`config.mk`:
```
export PLATFORM = sky130hd
export DESIGN_NAME = color_reg_loader
export DESIGN_NICKNAME = d
export VERILOG_FILES = /design/src/rtl/color_reg_pkg.sv /design/src/rtl/color_lane_ctrl.sv /design/src/rtl/color_reg_datapath.sv /design/src/rtl/color_reg_loader.sv
export SDC_FILE = /design/constraint.sdc
export NUM_CORES = 1
export LEC_CHECK = 0
export ABC_AREA = 1
export BUFFER_PORTS_ARGS = -buffer_cell sky130_fd_sc_hd__buf_2
export CELL_PAD_IN_SITES_DETAIL_PLACEMENT = 0
export CELL_PAD_IN_SITES_GLOBAL_PLACEMENT = 1
export CORE_MARGIN = 10
export CORE_UTILIZATION = 35
export CTS_CLUSTER_DIAMETER = 200
export CTS_CLUSTER_SIZE = 10
export DETAILED_ROUTE_END_ITERATION = 8
export PLACE_DENSITY = 0.84
export SYNTH_ARGS = -nofsm -noshare
export SYNTH_HDL_FRONTEND = slang
export SYNTH_SLANG_ARGS = --single-unit
```
`constraint.sdc`:
```
create_clock -name clk -period 3.68 [get_ports clk]
set_input_delay 0.736 -clock clk [delete_from_list [all_inputs] [get_ports clk]]
set_output_delay 0.736 -clock clk [all_outputs]
set_load 0.03 [all_outputs]
```
`src/rtl/color_reg_pkg.sv`:
```
package color_reg_pkg;
  localparam int NUM_REGS  = 5;
  localparam int LANE_W    = 8;
  localparam int NUM_LANES = 4;
  localparam int REG_W     = LANE_W * NUM_LANES;
  localparam int SEL_W     = 3;
  localparam int OFS_W     = 2;
  localparam int DEPTH_W   = 2;
  localparam logic [DEPTH_W-1:0] DEPTH_32 = 2'd3;

  typedef struct packed {
    logic [NUM_LANES-1:0] laneWe;
    logic [NUM_REGS-1:0]  regHit;
    logic                 flipToggle;
  } lane_strobe_t;
endpackage

```
`src/rtl/color_lane_ctrl.sv`:
```
module color_lane_ctrl
  import color_reg_pkg::*;
(
  input  logic               clk,
  input  logic               rstN,
  input  logic               wrEn,
  input  logic [SEL_W-1:0]   regSel,
  input  logic [OFS_W-1:0]   byteOfs,
  input  logic [DEPTH_W-1:0] pixDepth,
  input  logic               wideEn,
  output lane_strobe_t       strb,
  output logic               toggleFlag
);
  logic selValid;
  logic narrowDeep;

  assign selValid   = (32'(regSel) < NUM_REGS);
  assign narrowDeep = !wideEn && (pixDepth == DEPTH_32);

  always_comb begin
    strb.laneWe     = '0;
    strb.flipToggle = 1'b0;
    if (wrEn && selValid) begin
      case (byteOfs)
        2'd0: strb.laneWe[0] = 1'b1;
        2'd1: strb.laneWe[1] = 1'b1;
        2'd2: begin
          if (wideEn)          strb.laneWe[2] = 1'b1;
          else if (narrowDeep) strb.laneWe[toggleFlag ? 2 : 0] = 1'b1;
        end
        default: begin
          if (wideEn)          strb.laneWe[3] = 1'b1;
          else if (narrowDeep) begin
            strb.laneWe[toggleFlag ? 3 : 1] = 1'b1;
            strb.flipToggle = 1'b1;
          end
        end
      endcase
    end
  end

  for (genvar gi = 0; gi < NUM_REGS; gi++) begin : g_hit
    assign strb.regHit[gi] = wrEn && (32'(regSel) == gi);
  end

  always_ff @(posedge clk) begin
    if (!rstN)                toggleFlag <= 1'b0;
    else if (strb.flipToggle) toggleFlag <= !toggleFlag;
  end

  assert_single_lane_R3: assert property (@(posedge clk) disable iff (!rstN)
    $onehot0(strb.laneWe));

  assert_low_offsets_R2: assert property (@(posedge clk) disable iff (!rstN)
    (wrEn && selValid && byteOfs[1] == 1'b0) |-> $countones(strb.laneWe) == 1);

  assert_narrow_ignore_R7: assert property (@(posedge clk) disable iff (!rstN)
    (wrEn && byteOfs[1] && !wideEn && pixDepth != DEPTH_32) |-> strb.laneWe == '0);

  assert_toggle_flip_R6: assert property (@(posedge clk) disable iff (!rstN)
    (wrEn && selValid && byteOfs == 2'd3 && narrowDeep) |=> toggleFlag != $past(toggleFlag));

  assert_toggle_hold_R6: assert property (@(posedge clk) disable iff (!rstN)
    !(wrEn && selValid && byteOfs == 2'd3 && narrowDeep) |=> $stable(toggleFlag));
endmodule

```
`src/rtl/color_reg_datapath.sv`:
```
module color_reg_datapath
  import color_reg_pkg::*;
(
  input  logic              clk,
  input  logic              rstN,
  input  lane_strobe_t      strb,
  input  logic [LANE_W-1:0] wrData,
  input  logic [SEL_W-1:0]  rdSel,
  output logic [REG_W-1:0]  regFile [NUM_REGS],
  output logic [REG_W-1:0]  rdData
);
  for (genvar gi = 0; gi < NUM_REGS; gi++) begin : g_reg
    always_ff @(posedge clk) begin
      if (!rstN) regFile[gi] <= '0;
      else if (strb.regHit[gi]) begin
        for (int l = 0; l < NUM_LANES; l++)
          if (strb.laneWe[l]) regFile[gi][l*LANE_W +: LANE_W] <= wrData;
      end
    end

    assert_idle_stable_R8: assert property (@(posedge clk) disable iff (!rstN)
      !(strb.regHit[gi] && strb.laneWe != '0) |=> $stable(regFile[gi]));

    for (genvar gl = 0; gl < NUM_LANES; gl++) begin : g_lane
      assert_lane_store_R8: assert property (@(posedge clk) disable iff (!rstN)
        (strb.regHit[gi] && strb.laneWe[gl]) |=>
          regFile[gi][gl*LANE_W +: LANE_W] == $past(wrData));
    end
  end

  always_comb begin
    rdData = '0;
    for (int i = 0; i < NUM_REGS; i++)
      if (32'(rdSel) == i) rdData = regFile[i];
  end
endmodule

```
`src/rtl/color_reg_loader.sv`:
```
module color_reg_loader
  import color_reg_pkg::*;
(
  input  logic         clk,
  input  logic         rstN,
  input  logic         wrEn,
  input  logic [2:0]   regSel,
  input  logic [1:0]   byteOfs,
  input  logic [7:0]   wrData,
  input  logic [1:0]   pixDepth,
  input  logic         wideEn,
  input  logic [2:0]   rdSel,
  output logic [31:0]  rdData,
  output logic [31:0]  bkgdColor,
  output logic [31:0]  fgdColor,
  output logic [31:0]  writeMask,
  output logic [31:0]  readMask,
  output logic [31:0]  compareColor,
  output logic         toggleFlag
);
  lane_strobe_t      strb;
  logic [REG_W-1:0]  regFile [NUM_REGS];

  color_lane_ctrl u_ctrl (
    .clk(clk), .rstN(rstN), .wrEn(wrEn), .regSel(regSel), .byteOfs(byteOfs),
    .pixDepth(pixDepth), .wideEn(wideEn), .strb(strb), .toggleFlag(toggleFlag)
  );

  color_reg_datapath u_dp (
    .clk(clk), .rstN(rstN), .strb(strb), .wrData(wrData), .rdSel(rdSel),
    .regFile(regFile), .rdData(rdData)
  );

  assign bkgdColor    = regFile[0];
  assign fgdColor     = regFile[1];
  assign writeMask    = regFile[2];
  assign readMask     = regFile[3];
  assign compareColor = regFile[4];
endmodule

```
==> out/summary.md, run 1 <==
In this run the horizontal extent of the chip is 178 um. The run gives 17 as the total clock buffers created by CTS. Setup repair after global routing left no endpoint under its margin.

The highest-delay cell along the critical path is sky130_fd_sc_hd__buf_4. The first-iteration detailed-routing DRC count is 1084. TritonCTS built the clock tree.

Entering global routing, the biggest net connects 84 pins. The count of final max-slew check failures is 0, and the worst-case clock buffer depth is 2. The tightest min-delay check is of the reg2reg type.

The tools report the DRC violation count after routing as 0. The area occupied by registers was 3220 sq um. In the final routed layout, each cell accounts on average for 18.4 um. Number of fill cells: 2603.

Summed over all cells, the static leakage comes to 5.15 nW. The global-route total usage across every layer came out at 0.212. The number of placed instances, taps included, is 1851. The worst setup path is captured at a primary output. The hold violation count in the final report came out at 0.

Summed over all layers, the routed wires come to 34.7 mm. In this run the worst setup path begins at rdSel[2]. The data required time of the critical path is 2940 ps. Maximum fanout along the worst path: 32.

215 I/O pins were placed. Data arrives at the worst endpoint at 2160 ps. At the pin with the least slew margin, the transition time is 1130 ps. Setup slack on the worst reg-to-reg path comes out at 1790 ps.

The signal on the critical path passes through buf_2, inv_1, nand3_1, buf_4, o22ai_1, nor2_1, nand3_1, buf_2. Counting distinct cell types in the post-synthesis netlist gives 24. For the initial core utilization, the log shows 0.358.

For this run, the post-layout net count is 1568. After synthesis, the mean cell area works out to 6.29 sq um. The worst slew margin relative to its limit was 0.245. The total overflow left after global routing is 0.

Gates resized during post-CTS repair numbered 0. The number of enable flip-flop cells after synthesis is 0. On the critical path the largest part of the delay comes from buffers and inverters. For this run, the top clock speed supported by timing is 0.346 GHz.

The commonest cells after synthesis are sky130_fd_sc_hd__nand2_1 (329), sky130_fd_sc_hd__inv_1 (240), sky130_fd_sc_hd__nor2_1 (227). Capture point of the worst path: rdData[22]. Summing all multi-input logic gate instances after layout gives 4130 sq um. The area of the die was 31800 sq um. The number of input and output port buffers inserted was 214. From bottom edge to top edge, the die measures 178 um.

The run gives 57 as the number of standard-cell rows in the floorplan. The tools report the startpoint type of the worst setup path as a primary input. Leaving out filler cells and counting taps, the final layout contains 1884. IR analysis of the VDD net gives a maximum drop of 0.000262 V. The hold-fix buffer count after cts came out at 0.

Before antenna repair, the detailed router went through 5 iterations. Together, buffers and inverters on the worst path number 4. The number of failing setup endpoints in the final timing report is 0, and the synthesized area is 8770 sq um. Yosys printed 0 warnings. Synthesis produced a netlist with a net count of 1416. Adding up every negative setup slack in the final design gives 0 ps.

The top flip-flop cell by instance count after synthesis is sky130_fd_sc_hd__dfxtp_1. The critical path crosses 8 cells after its start point. For the estimated wirelength of the detail-placed design, the log shows 23.9 mm. Dividing the detail-routed via count by the number of cells gives 5.11.

The run finished with clean final reports. The later pin in the worst-skew pair is clocked with a latency of 440 ps. From synthesis to final layout, the design area changed by 21.3%. The fraction of final layout cells sized beyond drive strength 1 was 0.199.

The worst reg-to-reg path cell count was 8. The congestion estimate from routability-driven global placement came to 0.877. The critical setup path kind was in2out. The number of global-route vias before repair is 8474, and the remaining antenna violation count after routing is 0. Core region area: 24500 sq um.

Origin of the critical flop-to-flop path: u_ctrl.toggleFlag. The run gives 0.368 as the proportion of synthesized chip area in sequential cells. In this run the critical register-to-register path is captured at u_dp.regFile[77].

Power per standard cell area: 377 nW/um^2. After technology mapping, the gate count stands at 1394. On the final layout, the worst clock skew is 11.4 ps. The tools report the initial antenna violation count as 0. In this run, synthesis produced a sequential element count of 161.

The area share of the largest cell type after synthesis is 0.368, and the delay of the slowest cell on the worst path is 380 ps. In this run the post-CTS setup repair buffer count came out at 0. The register clock-pin slew on the reported worst setup and hold paths works out to 60 ps. The root buffer cell chosen for the clock tree is sky130_fd_sc_hd__clkbuf_16.

The largest total area in the synthesized netlist belongs to sky130_fd_sc_hd__dfxtp_1. The H-tree was split into 4 levels. The first global-routing pass estimated 52.3 mm of wire. The ratio of final minimum period to clock period is 0.786, and the number of max-cap violations is 0.

By area the synthesized netlist is led by sky130_fd_sc_hd__dfxtp_1 (37%), sky130_fd_sc_hd__nand2_1 (14%), sky130_fd_sc_hd__nand4_1 (11%), sky130_fd_sc_hd__inv_1 (10%), sky130_fd_sc_hd__nor2_1 (9.7%). For this block, the via count after detailed routing is 9630. For the count of clock tree sinks, the log shows 161. The most common cell in the synthesized netlist is sky130_fd_sc_hd__nand2_1. The worst path in the final design needs a cycle of 2890 ps, including I/O delays and setup. The post-synthesis async set-or-reset flop share is 0.
[worst min-delay path: cells and delay by family (launching register included)]
kind,cells,cell delay [ps]
AOI/OAI and AO/OA,1,50
and+or+nand+nor,1,80
DFF,1,350
[metal layers]
metal	global-route usage	vias to the layer above	wire length [um]
met5	0	-	0
met2	0.300	481	14800
li1	-	4687	-
met3	0.0503	29	3270
met1	0.310	4433	16200
met4	0.0568	0	513
[registers in the layout (all words and copies together), names as in the netlist]
signal             count
u_ctrl.toggleFlag      1
u_dp.regFile         160
[cell type report]
| type | count | share of cell area |
|---|---|---|
| Tap cell | 324 | 0.0381 |
| Timing Repair Buffer | 245 | 0.126 |
| Inverter | 243 | 0.0858 |
| Multi-Input combinational cell | 878 | 0.389 |
| Sequential cell | 161 | 0.303 |
| Clock buffer | 20 | 0.0439 |
| Clock inverter | 12 | 0.0138 |
| Antenna cell | 1 | 0.000235 |
[placed cells by master (no fill, tap or decap), types with 8 or more instances in the layout]
cell / count
sky130_fd_sc_hd__inv_1: 240
sky130_fd_sc_hd__nand3_1: 37
sky130_fd_sc_hd__buf_2: 213
sky130_fd_sc_hd__clkbuf_16: 17
sky130_fd_sc_hd__o22ai_1: 32
sky130_fd_sc_hd__nand4_1: 160
sky130_fd_sc_hd__nor2_1: 225
sky130_fd_sc_hd__nand2_1: 328
sky130_fd_sc_hd__nand3_2: 8
sky130_fd_sc_hd__a21oi_1: 65
sky130_fd_sc_hd__buf_4: 29
sky130_fd_sc_hd__dfxtp_1: 161
[cells by family (layout without fill, tap and decap cells)]
logic type | Yosys count | after routing | share of synthesized area
buffers and inverters | 355 | 520 | 0.163
AND/OR/NAND/NOR | 778 | 778 | 0.405
AO/OA/AOI/OAI | 100 | 100 | 0.0642
other | 0 | 1 | 0
flip-flops | 161 | 161 | 0.368
[where the power goes]
group | switching (mW) | leakage, nW | internal (mW)
clock | 0.807 | 0.299 | 1.07
sequential | 0.00684 | 1.30 | 1.75
combinational | 0.290 | 3.55 | 0.0841
[worst min-delay path by stage]
stage	startpoint	cells past startpoint	to
final	u_dp.regFile[127]	2	u_dp.regFile[127]
after detailed placement	u_dp.regFile[127]	2	u_dp.regFile[127]
after global routing	u_dp.regFile[126]	2	u_dp.regFile[126]
after CTS	u_dp.regFile[127]	2	u_dp.regFile[127]
after floorplan	u_ctrl.toggleFlag	2	u_ctrl.toggleFlag
after global placement	u_dp.regFile[127]	2	u_dp.regFile[127]
[metrics by stage]
step / utilization / instance area, sq um / setup slack (ps) / hold WS, ps / total power, mW
finish: 0.435 / 10600 / 786 / 508 / 4.01
floorplan: - / 8770 / 1190 / 625 / 2.05
global placement: 0.409 / 10000 / 832 / 481 / 2.16
global route: 0.435 / 10600 / 690 / 548 / 4.12
detailed placement: 0.409 / 10000 / 864 / 492 / 2.16
CTS: 0.435 / 10600 / 860 / 509 / 4.01
(Power assumes the default switching activity.)
==> run 2, diff against run 1 <==
Clock period 3.68 ns to 2.95 ns, I/O delays scaled along.
==> out/summary.md, run 2 (synthesis results as in run 1) <==
For this design, the CTS-stage hold fixing added 0 buffers. Summed over all nets, the switching power comes to 1.36 mW. Fraction of power consumed by the clock network: 0.439. The critical path in this run is classified as in2out.

The path category of the worst min-delay check was reg2reg. Fill cells in the final layout number 2589. In the routed design, unresolved DRC markers number 0. The HPWL after detailed placement is 23.5 mm. Entering global routing, the biggest net connects 60 pins.

Routability-driven placement finished with a final weighted congestion of 0.867. The ratio of final minimum period to clock period was 0.848; the clock tree skew after final layout was 10.1 ps. In this run the deepest clock path goes through 2 buffers. The power per standard cell area is 445 nW/um^2. The number of antenna diodes in the final layout is 0. The kind of cell adding the most delay to the critical path was simple AND/OR/NAND/NOR gates. Pin placement for this block handled 215 I/O pins. The count of buffer and inverter cells on the critical path works out to 4. The H-tree was split into 4 levels.

The fraction of final layout cells sized beyond drive strength 1 works out to 0.202. The first global-routing pass estimated 52.3 mm of wire. In this run, the number of DRC markers left after iteration 0 of detailed routing was 1002. The global-route total usage across every layer came out at 0.209. TritonCTS built the clock tree. For this run, the slowest stage of the critical path takes 290 ps. For this run, the post-layout net count is 1575.

The tools report the fraction of power consumed by combinational cells as 0.102. Setup repair after global routing left no endpoint under its margin. In this run the remaining antenna-violating nets after routing total 0. After routing, the total negative slack on setup checks comes to 0 ps. The logs give 31800 sq um for the area of the die and 5 for the number of iterations in the first detailed-routing pass. Walking the worst path, the cells encountered are buf_2, inv_1, nand3_1, buf_12, o22ai_1, nor2_1, nand3_1, buf_2. The floorplan has 57 rows.

Relative to the synthesized area, the layout overhead comes to 22.4%. Setup violations remaining at the end of the flow were counted as 0. For the worst setup path, the data arrival time is 1910 ps. Number of global-route vias before repair: 8730. The highest clock frequency the design can meet is 0.400 GHz, and the initial antenna violation count is 0. The number of flip-flops in the largest register is 160, and the core region area is 24500 sq um. The tools report the insertion delay of the later-clocked pin in the worst-skew pair as 430 ps.

The count of clock tree sinks came out at 161. Summed over all cells, the static leakage comes to 5.18 nW. The number of clock buffers added by TritonCTS is 17. Maximum fanout along the worst path: 32.

The library cell used most frequently in the layout, excluding fill and tap cells, is sky130_fd_sc_hd__nand2_1. The total overflow left after global routing is 0. The register clock-pin slew on the reported worst setup and hold paths was 70 ps; the proportion of total power due to net switching was 0.284. The flow ran to the end, and the final reports show no timing, DRC or antenna violations. Dividing the detail-routed via count by the number of cells gives 4.98. The detailed router placed 9406 vias in this run. The run gives 0.358 as the initial core utilization. The overall die height came out at 178 um.

The tools report the root cell of the clock tree as sky130_fd_sc_hd__clkbuf_16. Hold is met by 504 ps. The floorplan step set the die width to 178 um. At the pin with the least slew margin, the transition time is 1010 ps.

The total internal power was 3.42 mW. The tools report the hold violation count in the final report as 0. Across the run, the number of max-cap violations was 0. For the worst setup path, the data required time is 2360 ps. The run gives 0.328 as the worst slew margin relative to its limit. The part of the total power dissipated in sequential elements came out at 0.459. The largest individual stage delay along the critical path comes from the cell sky130_fd_sc_hd__nor2_1.

The count of final max-slew check failures was 0; the number of buffers added for setup after CTS was 0. STA classifies the critical path startpoint as a primary input. Dividing the detail-routed wire length by the instance count gives 18.0 um. Input and output buffers added on the ports amount to 214. IR analysis of the VDD net gives a maximum drop of 0.000329 V. The total detailed-routing wirelength is 34.1 mm. The top cell types in the final layout, fill and taps aside, are sky130_fd_sc_hd__nand2_1 (328), sky130_fd_sc_hd__inv_1 (240), sky130_fd_sc_hd__nor2_1 (225), sky130_fd_sc_hd__buf_2 (213), sky130_fd_sc_hd__dfxtp_1 (161). The number of gates resized after CTS was 0. The worst setup path is captured at a primary output.

The largest registers in the layout are u_dp.regFile: 160 flops, u_ctrl.toggleFlag: 1 flops. The most flop-heavy register was u_dp.regFile. Minimum period implied by the final worst setup slack: 2500 ps.
## run 2: cell types whose count changed in the layout (fill, tap and decap cells not counted)
cell / before / now
sky130_fd_sc_hd__buf_12: 3 / 12
sky130_fd_sc_hd__buf_4: 29 / 27
sky130_fd_sc_hd__bufinv_16: 2 / 0
sky130_fd_sc_hd__clkbuf_8: 3 / 1
sky130_fd_sc_hd__clkinv_2: 0 / 2
sky130_fd_sc_hd__clkinvlp_4: 1 / 3
sky130_fd_sc_hd__clkbuf_1: 0 / 1
sky130_fd_sc_hd__clkinv_4: 4 / 3
sky130_fd_sc_hd__diode_2: 1 / 0
## run 2: per-layer routing
metal  GRT usage  share of wire
met5           0              0
met4      0.0513          0.015
met3      0.0471          0.077
met2       0.301           0.42
met1       0.307           0.48
## run 2: cell type report
class	instances	area [sq um]	area share
clock buffers	19	443	0.0413
flip-flops and latches	161	3220	0.300
inverters	243	912	0.0850
multi-input cells	878	4130	0.385
well taps	324	405	0.0378
clock inverters	13	103	0.00956
repair buffers	252	1510	0.141
## run 2: power groups by stage
stage / registers, mW / clock network (mW) / logic [mW]
after detailed placement: 2.24 / 0 / 0.478
after floorplan: 2.26 / 0 / 0.296
after CTS: 2.19 / 2.13 / 0.479
final: 2.19 / 2.10 / 0.486
after global routing: 2.19 / 2.22 / 0.525
after global placement: 2.24 / 0 / 0.477
## run 2: path summary, 6_finish.rpt
path	startpoint	endpoint	slack, ps	cells past startpoint
worst min register to register	u_dp.regFile[57]	u_dp.regFile[57]	500	2
worst max-delay path	rdSel[2]	rdData[21]	450	8
worst max register to register	u_ctrl.toggleFlag	u_dp.regFile[144]	1150	8
worst min-delay path	u_dp.regFile[57]	u_dp.regFile[57]	500	2
## run 2: metrics by stage
stage	util	setup WS (ps)	std cells	total power [mW]	cell area, sq um
finish	0.439	447	1890	4.78	10700
global route	0.439	365	1890	4.94	10700
CTS	0.439	487	1890	4.80	10700
detailed placement	0.416	490	1858	2.72	10200
global placement	0.416	495	1858	2.72	10200
floorplan	-	756	1394	2.56	8770
## run 2: worst min-delay path: cells and delay by family, from the launching register on
kind	cells	cell delay, ps
AO/OA/AOI/OAI	1	50
flip-flops	1	340
AND/OR/NAND/NOR	1	80
==> run 3, diff against run 2 <==
Settings changed: CORE_UTILIZATION 35 to 33, PLACE_DENSITY 0.84 to 0.83.
Clock period 2.95 ns to 2 ns, I/O delays scaled along.
==> out/summary.md, run 3 (synthesis results as in run 1) <==
The tools report the hold violation count in the final report as 0. Timing would allow up to 0.500 GHz. By startpoint and endpoint, the worst setup path is classified as in2out. The count of final max-slew check failures came out at 0.

The routed wirelength normalized by instance count is 19.4 um. Setup repair after global routing could not meet its margin everywhere. Detailed placement ended at an HPWL of 24.9 mm. The clock period could shrink to 2000 ps.

The tools report the number of global-route vias before repair as 8786. The maximum fanout along the worst path is 8. Detailed routing inserted a total of 9830 vias. For the worst slew margin relative to its limit, the log shows 0.670.

The tightest min-delay check is of the in2reg type. The first TritonRoute pass finished after 5 iterations. The tools report the total detailed-routing wirelength as 37.4 mm.

For the worst setup path, the data arrival time is 1600 ps. Root cell of the clock tree: sky130_fd_sc_hd__clkbuf_16. Counting the buffers created by CTS gives 17.

The worst setup path is launched from a primary input. The largest registers in the layout are u_dp.regFile: 160 flops, u_ctrl.toggleFlag: 1 flops. The detailed router finished its first iteration with 1001 violations. TritonCTS built the clock tree. Entering global routing, the biggest net connects 76 pins. The number of nets in the final layout is 1606, and the average via count per standard cell is 5.09.

The initial core utilization was 0.335. At the pin with the least slew margin, the transition time is 494 ps. The initialized floorplan defines 59 standard-cell rows.

The logs give 0.205 for the global-route total usage across every layer and 4 for the maximum level of the CTS H-tree. After detailed routing, the number of remaining DRC violations is 0. Most flop-heavy register: u_dp.regFile.

The ratio of final minimum period to clock period is 1.00, and the number of max-cap violations is 0. In this run the remaining antenna-violating nets after routing total 0. For the total negative slack, the log shows 0 ps.

For this run the aggregate overflow at the end of global routing stands at 0. The area of the multi-input gates came out at 4210 sq um. The tools report the initial antenna violation count as 0.

The worst setup path is captured at a primary output. The filler cells instantiated in the layout total 2791. The overall die height was 183 um; the worst-case clock buffer depth was 2. The worst reg-to-reg path cell count is 8. The library cells used most frequently in the layout, excluding fill and tap cells, are sky130_fd_sc_hd__nand2_1 (328), sky130_fd_sc_hd__inv_1 (237), sky130_fd_sc_hd__nor2_1 (223), sky130_fd_sc_hd__buf_2 (192), sky130_fd_sc_hd__dfxtp_1 (161).

The number of flip-flops in the largest register was 160. Power comes to 7.61 mW. The tools report the data required time of the critical path as 1600 ps. The flow ran to the end, and the final reports show no timing, DRC or antenna violations.

Setup violations remaining at the end of the flow were counted as 0. The insertion delay of the later-clocked pin in the worst-skew pair is 420 ps, and the horizontal die dimension is 183 um. Routability-driven placement finished with a final weighted congestion of 0.896.

The depth of the worst hold-timing path came out at 3. The final cell utilization of the core was 0.436; the layout-stage area growth over the synthesis result was 30.0%. The area occupied by registers is 3220 sq um.

Between clock sinks in the finished design, the worst skew comes to 9.08 ps. The library cell used most frequently in the layout, excluding fill and tap cells, is sky130_fd_sc_hd__nand2_1. The register clock-pin slew on the reported worst setup and hold paths works out to 70 ps. The clock drives 161 sinks. The number of input and output port buffers inserted was 214.

In this run the power density over the cells is 668 nW/um^2. The die covers 33500 sq um. The top-level I/O count was 215. For the core region area, the log shows 26100 sq um.

The wire length of the first global-routing pass is 54.3 mm. The fraction of final layout cells sized beyond drive strength 1 is 0.224, and the antenna diode count is 0. The leakage power figure was 5.44 nW; the largest voltage drop on the vdd net was 0.000396 V.
run 3: final timing paths:
kind,startpoint,to,slack [ps]
min,rstN,u_dp.regFile[44],290
min reg2reg,u_dp.regFile[159],u_dp.regFile[159],500
max,rdSel[1],rdData[20],0.9
max reg2reg,u_ctrl.toggleFlag,u_dp.regFile[93],400
run 3: what timing repair did:
item                       4_1_cts  5_1_grt
hold buffers                     0        0
resized for setup                5       67
gates cloned                     0        6
pin swaps                        0        3
buffers inserted                 0        2
setup endpoints to repair        5       29
run 3: worst max-delay path, stage by stage:
cell and delay (ps):
sky130_fd_sc_hd__buf_2 90, sky130_fd_sc_hd__inv_2 60, sky130_fd_sc_hd__buf_4 140, sky130_fd_sc_hd__nor3_4 230
sky130_fd_sc_hd__buf_6 170, sky130_fd_sc_hd__buf_8 130, sky130_fd_sc_hd__nand2_1 100, sky130_fd_sc_hd__nand3_1 120
sky130_fd_sc_hd__buf_6 140
run 3: layout make-up:
cell class / instances / area share
Multi-Input combinational cell: 878 / 0.370
Sequential cell: 161 / 0.283
Timing Repair Buffer: 283 / 0.176
Inverter: 243 / 0.0805
Clock buffer: 19 / 0.0389
Tap cell: 335 / 0.0368
Clock inverter: 11 / 0.0156
run 3: report_power, final:
group          switching, mW  internal, mW  total, mW
clock network           1.43          2.13       3.56
logic                  0.584         0.242      0.826
registers             0.0123          3.22       3.23
total                   2.02          5.59       7.61
run 3: through the flow:
step,setup WS [ps],hold WS (ps),cells,cell area [sq um]
2_1_floorplan,186,618,1394,8770
3_3_place_gp,-24.2,482,1892,10500
3_5_place_dp,-22.8,495,1892,10500
4_1_cts,0.00266,269,1922,11100
5_1_grt,-78.7,289,1930,11400
6_report,0.871,287,1930,11400
run 3: routing by layer:
metal  global-route usage  part of all wire
met1                0.303              0.47
met3               0.0423             0.083
met5                    0                 0
met4               0.0577             0.017
met2                0.293              0.43
